==> config.mk <==
export PLATFORM = sky130hd
export DESIGN_NAME = nand_cycle_seq
export DESIGN_NICKNAME = d
export VERILOG_FILES = /design/src/rtl/nseq_pkg.sv /design/src/rtl/nseq_host_regs.sv /design/src/rtl/nseq_phase_seq.sv /design/src/rtl/nseq_pin_drv.sv /design/src/rtl/nand_cycle_seq.sv
export SDC_FILE = /design/constraint.sdc
export NUM_CORES = 1
export LEC_CHECK = 0
export CAP_MARGIN = 10
export CELL_PAD_IN_SITES_DETAIL_PLACEMENT = 2
export CELL_PAD_IN_SITES_GLOBAL_PLACEMENT = 2
export CORE_MARGIN = 1.5
export CORE_UTILIZATION = 30
export CTS_CLUSTER_SIZE = 8
export DETAILED_ROUTE_END_ITERATION = 10
export PLACE_DENSITY_LB_ADDON = 0.1
export SYNTH_ARGS = -nofsm -noshare
export SYNTH_HDL_FRONTEND = slang
export SYNTH_SLANG_ARGS = --single-unit
==> constraint.sdc <==
create_clock -name clk -period 3.58 [get_ports clk]
set_input_delay 0.716 -clock clk [delete_from_list [all_inputs] [get_ports clk]]
set_output_delay 0.716 -clock clk [all_outputs]
set_load 0.05 [all_outputs]
==> src/rtl/nseq_pkg.sv <==
package nseq_pkg;

    localparam int SETUP_W = 6;
    localparam int WIDTH_W = 6;
    localparam int HOLD_W  = 5;
    localparam int CNT_W   = 6;

    typedef enum logic [1:0] {
        OP_CMD = 2'd0,
        OP_ADR = 2'd1,
        OP_DWR = 2'd2,
        OP_DRD = 2'd3
    } op_e;

    typedef enum logic [1:0] {
        PH_IDLE   = 2'd0,
        PH_SETUP  = 2'd1,
        PH_STROBE = 2'd2,
        PH_HOLD   = 2'd3
    } phase_e;

    typedef struct packed {
        logic [SETUP_W-1:0] setup;
        logic [WIDTH_W-1:0] width;
        logic [HOLD_W-1:0]  hold;
    } tim_t;

    function automatic tim_t tim_from_word(input logic [31:0] w);
        tim_t t;
        t.setup = w[17:12];
        t.width = w[10:5];
        t.hold  = w[4:0];
        return t;
    endfunction

    function automatic logic [31:0] tim_to_word(input tim_t t);
        return {14'd0, t.setup, 1'b0, t.width, t.hold};
    endfunction

    // phase length minus one, with zero stretched to one clock
    function automatic logic [CNT_W-1:0] phase_load(input logic [CNT_W-1:0] v);
        return (v == '0) ? '0 : v - 1'b1;
    endfunction

endpackage

==> src/rtl/nseq_host_regs.sv <==
module nseq_host_regs
    import nseq_pkg::*;
#(
    parameter int          CS_N        = 8,
    parameter int          SYNC_STAGES = 2,
    parameter logic [31:0] TIM_RST     = 32'h0000_1081,
    localparam int         BANK_W      = $clog2(CS_N),
    localparam int         ADDR_W      = 9 + BANK_W
) (
    input  logic              clk,
    input  logic              rst,
    input  logic [ADDR_W-1:0] addr,
    input  logic              wr,
    input  logic              rd,
    input  logic [31:0]       wdata,
    input  logic              idle,
    input  logic              rb_n,
    input  logic              rd_done,
    input  logic [7:0]        rd_byte,
    output logic [CS_N-1:0]   ce_sel,
    output logic              wp_rel,
    output tim_t              tim,
    output logic              start,
    output op_e               start_op,
    output logic [7:0]        start_byte,
    output logic              start_hit,
    output logic [31:0]       rdata
);

    logic              win;
    logic [BANK_W-1:0] bank;
    logic [7:0]        off;
    logic              is_ctl, is_tim;
    logic              w_cmd, w_adr, w_dat;
    logic              wr_ok, rd_ok;
    logic              rb_s;
    logic [31:0]       reg_view;
    logic              unused_wd;

    assign win   = addr[ADDR_W-1];
    assign bank  = addr[8 +: BANK_W];
    assign off   = addr[7:0];
    assign is_ctl = (addr == ADDR_W'(0));
    assign is_tim = (addr == ADDR_W'(4));
    assign w_cmd = win && (off == 8'h08);
    assign w_adr = win && (off == 8'h04);
    assign w_dat = win && (off == 8'h00);

    assign wr_ok = idle && wr;
    assign rd_ok = idle && rd && !wr;

    assign unused_wd = ^{wdata[31:18], wdata[11]};

    // R/B# synchronizer
    generate
        if (SYNC_STAGES <= 1) begin : g_sync1
            logic rb_q;
            always_ff @(posedge clk) begin
                if (rst) rb_q <= 1'b1;
                else     rb_q <= rb_n;
            end
            assign rb_s = rb_q;
        end else begin : g_syncn
            logic [SYNC_STAGES-1:0] rb_pipe;
            always_ff @(posedge clk) begin
                if (rst) rb_pipe <= '1;
                else     rb_pipe <= {rb_pipe[SYNC_STAGES-2:0], rb_n};
            end
            assign rb_s = rb_pipe[SYNC_STAGES-1];
        end
    endgenerate

    // bus cycle launch
    always_comb begin
        start      = (wr_ok && (w_cmd || w_adr || w_dat)) || (rd_ok && w_dat);
        start_byte = wdata[7:0];
        start_hit  = ce_sel[bank];
        if (!wr)        start_op = OP_DRD;
        else if (w_cmd) start_op = OP_CMD;
        else if (w_adr) start_op = OP_ADR;
        else            start_op = OP_DWR;
    end

    // register file
    always_ff @(posedge clk) begin
        if (rst) begin
            ce_sel <= '0;
            wp_rel <= 1'b0;
            tim    <= tim_from_word(TIM_RST);
        end else if (wr_ok) begin
            if (is_ctl) begin
                ce_sel <= wdata[CS_N-1:0];
                wp_rel <= wdata[8];
            end
            if (is_tim) tim <= tim_from_word(wdata);
        end
    end

    always_comb begin
        reg_view = '0;
        if (is_ctl) begin
            reg_view[CS_N-1:0] = ce_sel;
            reg_view[8]        = wp_rel;
            reg_view[9]        = rb_s;
        end else if (is_tim) begin
            reg_view = tim_to_word(tim);
        end
    end

    always_ff @(posedge clk) begin
        if (rst)                  rdata <= '0;
        else if (rd_done)         rdata <= {24'd0, rd_byte};
        else if (rd_ok && !start) rdata <= reg_view;
    end

endmodule

==> src/rtl/nseq_phase_seq.sv <==
module nseq_phase_seq
    import nseq_pkg::*;
(
    input  logic       clk,
    input  logic       rst,
    input  logic       start,
    input  op_e        start_op,
    input  logic [7:0] start_byte,
    input  logic       start_hit,
    input  tim_t       tim,
    input  logic [7:0] dq_i,
    output phase_e     phase,
    output op_e        op,
    output logic [7:0] byte_q,
    output logic       rd_done,
    output logic [7:0] rd_byte
);

    logic [CNT_W-1:0] cnt;
    logic             hit_q;
    logic             last;

    assign last = (cnt == '0);

    always_ff @(posedge clk) begin
        if (rst) begin
            phase   <= PH_IDLE;
            op      <= OP_CMD;
            byte_q  <= '0;
            hit_q   <= 1'b0;
            cnt     <= '0;
            rd_done <= 1'b0;
            rd_byte <= '0;
        end else begin
            rd_done <= 1'b0;
            case (phase)
                PH_IDLE: begin
                    if (start) begin
                        phase  <= PH_SETUP;
                        op     <= start_op;
                        byte_q <= start_byte;
                        hit_q  <= start_hit;
                        cnt    <= phase_load(CNT_W'(tim.setup));
                    end
                end
                PH_SETUP: begin
                    if (last) begin
                        phase <= PH_STROBE;
                        cnt   <= phase_load(CNT_W'(tim.width));
                    end else begin
                        cnt <= cnt - 1'b1;
                    end
                end
                PH_STROBE: begin
                    if (last) begin
                        phase <= PH_HOLD;
                        cnt   <= phase_load(CNT_W'(tim.hold));
                        if (op == OP_DRD) begin
                            rd_done <= 1'b1;
                            rd_byte <= hit_q ? dq_i : 8'hFF;
                        end
                    end else begin
                        cnt <= cnt - 1'b1;
                    end
                end
                PH_HOLD: begin
                    if (last) phase <= PH_IDLE;
                    else      cnt   <= cnt - 1'b1;
                end
                default: phase <= PH_IDLE;
            endcase
        end
    end

endmodule

==> src/rtl/nseq_pin_drv.sv <==
module nseq_pin_drv
    import nseq_pkg::*;
#(
    parameter int CS_N = 8
) (
    input  phase_e          phase,
    input  op_e             op,
    input  logic [7:0]      byte_q,
    input  logic [CS_N-1:0] ce_sel,
    input  logic            wp_rel,
    output logic [CS_N-1:0] ce_n,
    output logic            cle,
    output logic            ale,
    output logic            we_n,
    output logic            re_n,
    output logic            wp_n,
    output logic [7:0]      dq_o,
    output logic            dq_oe
);

    logic busy, strobe;

    assign busy   = (phase != PH_IDLE);
    assign strobe = (phase == PH_STROBE);

    generate
        for (genvar g = 0; g < CS_N; g++) begin : g_ce
            assign ce_n[g] = ~ce_sel[g];
        end
    endgenerate

    always_comb begin
        cle   = busy && (op == OP_CMD);
        ale   = busy && (op == OP_ADR);
        we_n  = !(strobe && (op != OP_DRD));
        re_n  = !(strobe && (op == OP_DRD));
        dq_oe = busy && (op != OP_DRD);
        dq_o  = dq_oe ? byte_q : 8'h00;
        wp_n  = wp_rel;
    end

endmodule

==> src/rtl/nand_cycle_seq.sv <==
module nand_cycle_seq
    import nseq_pkg::*;
#(
    parameter int          CS_N        = 8,
    parameter int          SYNC_STAGES = 2,
    parameter logic [31:0] TIM_RST     = 32'h0000_1081,
    localparam int         BANK_W      = $clog2(CS_N),
    localparam int         ADDR_W      = 9 + BANK_W
) (
    input  logic              clk,
    input  logic              rst,
    input  logic [ADDR_W-1:0] hst_addr,
    input  logic              hst_wr,
    input  logic              hst_rd,
    input  logic [31:0]       hst_wdata,
    output logic [31:0]       hst_rdata,
    output logic              hst_ready,
    output logic [CS_N-1:0]   nand_ce_n,
    output logic              nand_cle,
    output logic              nand_ale,
    output logic              nand_we_n,
    output logic              nand_re_n,
    output logic              nand_wp_n,
    output logic [7:0]        nand_dq_o,
    output logic              nand_dq_oe,
    input  logic [7:0]        nand_dq_i,
    input  logic              nand_rb_n
);

    logic [CS_N-1:0] ce_sel;
    logic            wp_rel;
    tim_t            tim;
    logic            start, start_hit, rd_done;
    op_e             start_op, op;
    logic [7:0]      start_byte, byte_q, rd_byte;
    phase_e          phase;

    assign hst_ready = (phase == PH_IDLE);

    nseq_host_regs #(
        .CS_N(CS_N), .SYNC_STAGES(SYNC_STAGES), .TIM_RST(TIM_RST)
    ) regs_i (
        .clk(clk), .rst(rst), .addr(hst_addr), .wr(hst_wr), .rd(hst_rd),
        .wdata(hst_wdata), .idle(hst_ready), .rb_n(nand_rb_n),
        .rd_done(rd_done), .rd_byte(rd_byte), .ce_sel(ce_sel),
        .wp_rel(wp_rel), .tim(tim), .start(start), .start_op(start_op),
        .start_byte(start_byte), .start_hit(start_hit), .rdata(hst_rdata)
    );

    nseq_phase_seq seq_i (
        .clk(clk), .rst(rst), .start(start), .start_op(start_op),
        .start_byte(start_byte), .start_hit(start_hit), .tim(tim),
        .dq_i(nand_dq_i), .phase(phase), .op(op), .byte_q(byte_q),
        .rd_done(rd_done), .rd_byte(rd_byte)
    );

    nseq_pin_drv #(.CS_N(CS_N)) pins_i (
        .phase(phase), .op(op), .byte_q(byte_q), .ce_sel(ce_sel),
        .wp_rel(wp_rel), .ce_n(nand_ce_n), .cle(nand_cle), .ale(nand_ale),
        .we_n(nand_we_n), .re_n(nand_re_n), .wp_n(nand_wp_n),
        .dq_o(nand_dq_o), .dq_oe(nand_dq_oe)
    );

endmodule

# Word level (Yosys, flattened, before mapping)
# Cells that the tools add are included.
# totals
latchBits,0
romBits,0
output_inout_bits,55
ramBits,0
input_bits,57
regBits,74
memories,0
# classes
n_eq_ne,14
shift,0
n_addsub,4
n_div,0
muxes,26
bitwise,10
n_reduce_logical,39
n_mul,0
magnitude_cmp,1
# op_table
op,count
2-to-1 mux 6 bit,7
2-to-1 mux 8 bit,5
one-hot mux 6 bit (4 select lines),1
zero test 6 bit,3
2-to-1 mux 18 bit,1
"subtractor 6 x 1 -> 6 bit, second input constant",3
logical AND 1 bit,14
2-to-1 mux 2 bit,7
"== test 12 x 3 -> 1 bit, second input constant",1
zero test 12 bit,1
2-to-1 mux 10 bit,1
NOT 1 bit,10
"== test 8 x 3 -> 1 bit, second input constant",1
"== test 8 x 4 -> 1 bit, second input constant",1
zero test 8 bit,1
"!= test 2 bit, second input constant",4
one-hot mux 2 bit (4 select lines),1
AND reduction 2 bit,4
"== test 2 bit, second input constant",3
"subtractor 5 x 1 -> 6 bit, second input constant",1
zero test 5 bit,1
"== test 2 x 1 -> 1 bit, second input constant",2
zero test 1 bit,4
zero test 2 bit,2
other kinds (10),15

# Depth between registers and ports, before layout
# Gate-level depths: netlist (run 1).
# logic_depth
ltp_word,10
mapped_depth,8
mapped_depth_nobuf,7

# Modules after synthesis
# A second synthesis (run 1) with hierarchy kept.
# hier_totals
hier_cells,471
hier_area_um2,4144.0
# modules_own_cells
mod,n_inst,area_each_um2,seq_area_each_um2,cells_each
nseq_host_regs,1,2185.8,900.9,216
nseq_phase_seq,1,1803.0,560.5,229
nseq_pin_drv,1,151.4,0.0,25
nand_cycle_seq,1,3.8,0.0,1

# Worst setup path before layout (run 1)
# OpenSTA, ideal clock, no wires.
# synth_path
path_kind,reg2out
startpoint,reg seq_i.phase[0]
endpoint,out nand_dq_o[0]
path_buffers,1
path_slack_ps,283
stages_incl_launch_ff,6
arrival_time_ps,2581
cell_sequence,dfxtp_1 > inv_1 > ha_1 > buf_2 > a21oi_1 > and2_1
# synth_via
elab_chain_cells,3
# synth_rtl
item,line,text
start: declaration,nseq_phase_seq.sv:12,"output phase_e phase,"
start signal: assignment,nseq_phase_seq.sv:27,phase <= PH_IDLE;
start signal: assignment,nseq_phase_seq.sv:39,phase <= PH_SETUP;
start signal: assignment,nseq_phase_seq.sv:48,phase <= PH_STROBE;
nonzero test 2 bit,nseq_pin_drv.sv:23,assign busy = (phase != PH_IDLE);
logical AND 1 bit,nseq_pin_drv.sv:37,dq_oe = busy && (op != OP_DRD);
via nand_dq_oe,nand_cycle_seq.sv:25,"output logic nand_dq_oe,"
2-to-1 mux 8 bit,nseq_pin_drv.sv:38,dq_o = dq_oe ? byte_q : 8'h00;
end: declaration,nand_cycle_seq.sv:24,"output logic [7:0] nand_dq_o,"
# The timed path passes the listed nets, and every way through them passes these cells.

# Worst setup path in the final report (run 1)
# layout_path
startpoint,reg seq_i.phase[0]
endpoint,out nand_dq_o[1]
# layout_via
elab_chain_cells,3
# layout_rtl
item,line
nonzero test 2 bit,nseq_pin_drv.sv:23
logical AND 1 bit,nseq_pin_drv.sv:37
2-to-1 mux 8 bit,nseq_pin_drv.sv:38
# Every way passes these cells.

==> run_results.csv, run 1 <==
group,metric,value,unit
sta,layout_min_cycle_time,3080,ps
drt,vias_per_cell,4.96,
die,core-area,12200,µm²
synth,netlist_instances,438,
die,die_x,116,µm
sta,setup_viol,0,
global_route,top_usage_layer,"met2",
power,static-leakage-power,2.10,nW
synth,yosysMostFrequentCell,"dfxtp_1",
clock_tree,cts_sinks,73,
global_route,grt_pass1_wl,19300,µm
die,die-area,13400,µm²
die,dieHeight,116,µm
drt,drt-initial-drc-count,111,
setup_path,cp-end-kind,"output port",
global_route,grt_pass1_vias,3596,
global_route,antenna_found_initial,0,
clock_tree,cts.path.max_buffers,2,
sta,fin_crit_sh,85.9,%
setup_path,crit_type,"reg -> out",
synth,yosysWarnings,0,
flow_run,drv_cap,0,
synth,synth_area,3800,µm²
synth,synth.distinct_cells,50,
finish,final_layout_size_suffix_gt1_share,7.44,%
outcome,outcome,"finished, final reports clean",
drt,drt.antenna.violating_nets,0,
clock_tree,h-tree-depth,3,
sta,slew-limit-headroom,55.0,%
synth,synth_seq_cells,73,
synth,synth_area_leaders,"dfxtp_1, mux2i_1, nor2_1, ha_1, inv_1",
synth,ys_dominant_reg_cell,"dfxtp_1",
die,start_util,31.3,%
finish,diodes,0,
global_route,grtUsageMet2,31.6,%
clock_tree,clk_latency,330,ps
clock_tree,post-cts-setup-buffers,0,
placement,gp_congestion,0.753,
sta,slew_viol_final,0,
synth,ys_seq_area_share,38.4,%
drt,drt_wl_total,12100,µm
synth,synth_top_area_cell,"dfxtp_1",
clock_tree,cts_tree,"yes",
clock_tree,ctsRootBufferMaster,"clkbuf_16",
placement,dpl.hpwl,9330,µm
drt,drc,0,
die,io-pin-count,112,
setup_path,cp_max_fo,9,
global_route,grt_usage,19.0,%
sta,fin_setup_tns,0,ps
global_route,gr-usage-met1,24.7,%
placement,io_buffers,81,
synth,synth_top_area_share,38.4,%
global_route,met3_usage,3.82,%
drt,vias,3432,
die,rows,40,
clock_tree,cts_made_buffers,9,
power,power_density,489,nW/µm²
synth,synth.avg_cell_area,8.68,µm²
global_route,gr-total-overflow,0,
synth,synth_edf_count,0,
clock_tree,cts-resized-gates,0,
setup_path,crit_required,2860,ps
setup_path,critPathLaunchType,"flop",
sta,rsz0062_at_grt,"false",
worst_hold_path,hp-class,"reg -> reg",
sta,worst_slew_pin_slew,667,ps
finish,layout.nets,589,
finish,syn_to_final_growth,33.2,%
global_route,grt_max_degree,25,
sta,fmax,0.325,GHz
synth,synth_commonest_cells,"dfxtp_1, nor2_1, mux2i_1",
clock_tree,cts-hold-fix-buffers,0,
synth,async_flop_share,0,%
power,ir_drop,0.239,mV
sta,hold_slack,415,ps
drt,dr.pass1.iters,4,
sta,skew,3.54,ps
setup_path,cp.arrival,2360,ps
drt,wl_per_cell,17.5,µm
sta,hold_viol_final,0,
clock_tree,clkTransAtPathRegs,60,ps
==> per-stage QoR <==
stage	area [µm²]	worst slack (ps)	total power [W]	cells	utilization (%)
after global routing	5060	394	0.00259	692	41.6
after global placement	4740	698	0.00149	676	39.0
after CTS	5060	461	0.00250	692	41.6
after detailed placement	4740	664	0.00151	676	39.0
final	5060	504	0.00247	692	41.6
after floorplan	3850	283	0.00129	452	-
==> cell type report <==
class	count	area [µm²]
Clock buffer	11	243
Clock inverter	5	78.8
Fill cell	1374	7100
Inverter	34	128
Multi-Input combinational cell	308	2050
Sequential cell	73	1460
Tap cell	168	210
Timing Repair Buffer	93	896
==> report_power, final <==
group | internal (W) | switching [W]
registers | 0.000845 | 0.0000290
logic | 0.000221 | 0.000397
clock network | 0.000628 | 0.000353
total | 0.00170 | 0.000779
==> state kept, by name, indices dropped and copies added, names as in the netlist <==
signal	flops
regs_i.tim	17
regs_i.rdata	17
seq_i.byte_q	8
regs_i.wp_rel	1
seq_i.rd_byte	8
seq_i.op	2
seq_i.hit_q	1
regs_i.g_syncn.rb_pipe	2
regs_i.ce_sel	8
seq_i.phase	2
seq_i.cnt	6
seq_i.rd_done	1
==> worst paths after layout <==
path                                   startpoint  slack [ps]  cells after the start                              endpoint
max                   seq_i.phase[0]$_SDFFE_PP0P_         500                      6                          nand_dq_o[1]
min reg2reg  regs_i.g_syncn.rb_pipe[0]$_SDFF_PP1_         410                      1  regs_i.g_syncn.rb_pipe[1]$_SDFF_PP1_
max reg2reg             seq_i.cnt[0]$_SDFFE_PP0P_        1190                      7         seq_i.rd_byte[1]$_SDFFE_PP0P_
min          regs_i.g_syncn.rb_pipe[0]$_SDFF_PP1_         410                      1  regs_i.g_syncn.rb_pipe[1]$_SDFF_PP1_
==> kinds of logic (layout without fill, tap and decap cells) <==
kind of cell,Yosys count,after routing,share of synthesized area (%)
AOI/OAI and AO/OA,79,79,15.3
xor gates and xnor gates,13,13,3.00
adders and majority gates,13,13,4.28
buffers and inverters,71,143,9.12
DFF,73,73,38.4
muxes,40,40,11.2
other,1,15,0.0987
and+or+nand+nor,148,148,18.5
==> critical path: stages, from the launching register on <==
cell             delay (ps)
dfxtp_1                 400
inv_1                   110
ha_1                    240
a21oi_1                 120
buf_4                   180
and2_1                  150
clkdlybuf4s50_1         820
==> cells in the final DEF (no fill, tap or decap), types with 13 or more instances in the layout <==
cell type / instances
nor2_1: 64
conb_1: 15
clkdlybuf4s50_1: 80
inv_1: 34
a21oi_1: 15
nand2_1: 28
dfxtp_1: 73
mux2i_1: 38
ha_1: 13
a221oi_1: 14
==> routing by layer <==
metal / up-vias / wire length [µm]
met3: 12 / 450
met5: - / 0
li1: 1667 / -
met4: 0 / 161
met1: 1673 / 5720
met2: 80 / 5800
No activity file was read; power rests on OpenSTA's default activity.
==> run 2, diff against run 1 <==
--- a/config.mk
+++ b/config.mk
@@ -8,7 +8,7 @@
 export CAP_MARGIN = 10
 export CELL_PAD_IN_SITES_DETAIL_PLACEMENT = 2
 export CELL_PAD_IN_SITES_GLOBAL_PLACEMENT = 2
-export CORE_MARGIN = 1.5
+export CORE_MARGIN = 2
 export CORE_UTILIZATION = 30
 export CTS_CLUSTER_SIZE = 8
 export DETAILED_ROUTE_END_ITERATION = 10
==> run_results.csv, run 2 (synthesis results as in run 1) <==
group,metric,value,unit
global_route,gr-total-overflow,0,
placement,gp_congestion,0.773,
clock_tree,ctsRootBufferMaster,"clkbuf_16",
power,pwr-share-comb,24.2,%
clock_tree,cts_sinks,73,
finish,layout.nets,587,
setup_path,crit_required,2860,ps
drt,dr.pass1.iters,4,
drt,drt.antenna.violating_nets,0,
finish,multiInputGateArea,2050,µm²
power,static-leakage-power,2.09,nW
die,start_util,30.4,%
placement,placed_cell_area,4730,µm²
finish,diodes,0,
drt,vias,3469,
die,die-area,13600,µm²
power,pwr-share-seq,35.0,%
finish,syn_to_final_growth,33.1,%
placement,placed_cells,678,
clock_tree,cts_tree,"yes",
clock_tree,clk_latency,340,ps
sta,worst_slew_pin_slew,641,ps
finish,final_layout_size_suffix_gt1_share,7.28,%
finish,fillers,1429,
flow_run,drv_cap,0,
setup_path,worstSetupStartpoint,"seq_i.phase[0]$_SDFFE_PP0P_",
die,io-pin-count,112,
clock_tree,h-tree-depth,3,
clock_tree,post-cts-setup-buffers,0,
worst_hold_path,whs_path_depth,1,
setup_path,cp.arrival,2310,ps
sta,rsz0062_at_grt,"false",
finish,top_regs,"regs_i.rdata x17, regs_i.tim x17",
worst_hold_path,min_from,"regs_i.g_syncn.rb_pipe[0]$_SDFF_PP1_",
finish,layout_commonest_cell,"clkdlybuf4s50_1",
die,core-area,12500,µm²
setup_path,cp_max_fo,9,
clock_tree,cts-hold-fix-buffers,0,
finish,fin_area,5060,µm²
drt,vias_per_cell,5.00,
placement,io_buffers,81,
placement,dpl.hpwl,9050,µm
sta,fmax,0.331,GHz
power,ir_drop,0.207,mV
sta,slew-limit-headroom,56.8,%
sta,slew_viol_final,0,
sta,setup_viol,0,
setup_path,reg2regPathDepth,7,
drt,drt-initial-drc-count,159,
power,switching_share,32.0,%
clock_tree,cts_made_buffers,9,
global_route,grt_pass1_wl,19300,µm
global_route,grt_usage,18.7,%
drt,wl_per_cell,17.7,µm
drt,drc,0,
worst_hold_path,hp-class,"reg -> reg",
sta,skew,4.66,ps
finish,mostFrequentLayoutCells,"clkdlybuf4s50_1, dfxtp_1, nor2_1",
clock_tree,cts-resized-gates,0,
sta,layout_min_cycle_time,3020,ps
global_route,grt_pass1_vias,3669,
power,p_sw,0.000796,W
global_route,antenna_found_initial,0,
sta,fin_setup_tns,0,ps
clock_tree,clkTransAtPathRegs,60,ps
sta,hold_slack,420,ps
power,total_power,0.00249,W
drt,drt_wl_total,12300,µm
setup_path,critPathLaunchType,"flop",
sta,hold_viol_final,0,
setup_path,cp-end-kind,"output port",
die,dieHeight,117,µm
setup_path,r2r-start,"seq_i.cnt[0]$_SDFFE_PP0P_",
die,die_x,117,µm
sta,fin_crit_sh,84.5,%
global_route,grt_max_degree,35,
finish,final_cells,694,
finish,seq_area,1460,µm²
power,p_int,0.00170,W
clock_tree,cts.path.max_buffers,2,
power,clock_power_share,40.8,%
die,rows,41,
setup_path,crit_type,"reg -> out",
power,power_density,493,nW/µm²
outcome,outcome,"finished, final reports clean",
## run 2: cell types whose count changed in the layout (fill, tap and decap cells not counted), sizes merged
cell | before | now
buf | 13 | 11
clkbuf | 11 | 10
clkinv | 3 | 2
clkinvlp | 0 | 1
inv | 34 | 35
## run 2: critical path: stages (launching register included)
cell and delay, ps:
dfxtp_1 380, inv_1 100, ha_1 230, a21oi_1 130, buf_4 180, and2_1 140
clkdlybuf4s50_1 800
## run 2: path summary, 6_finish.rpt
check | slack (ps) | endpoint
worst max register to register | 1200 | seq_i.rd_byte[4]$_SDFFE_PP0P_
worst min-delay path | 420 | regs_i.g_syncn.rb_pipe[1]$_SDFF_PP1_
worst min register to register | 420 | regs_i.g_syncn.rb_pipe[1]$_SDFF_PP1_
worst max-delay path | 560 | nand_dq_o[2]
## run 2: area by class of cell
cell class / instances / share of cell area, %
clock buffers: 10 / 4.72
clock inverters: 6 / 1.78
inverters: 34 / 2.52
multi-input cells: 308 / 40.4
flip-flops and latches: 73 / 28.9
well taps: 172 / 4.25
repair buffers: 91 / 17.4
## run 2: power by group through the flow
stage          Sequential (W)  Clock [W]  Combinational, W
6_report             0.000873    0.00102          0.000603
5_1_grt              0.000877    0.00107          0.000658
4_1_cts              0.000873    0.00103          0.000613
3_5_place_dp         0.000891          0          0.000604
2_1_floorplan        0.000925          0          0.000369
3_3_place_gp         0.000890          0          0.000591
## run 2: layer usage
metal,GRT usage (%),wire (µm),share of wire (%),up-vias
met1,22.2,5360,44,1724
met4,7.06,184,1.5,0
met5,0,0,0,-
met2,33.6,6280,51,65
met3,3.37,437,3.6,11
li1,-,-,-,1669
## run 2: metrics by stage
step / setup WS [ps] / util, %
detailed placement: 601 / 37.8
global placement: 670 / 37.8
finish: 556 / 40.4
global route: 437 / 40.4
floorplan: 283 / -
CTS: 523 / 40.4
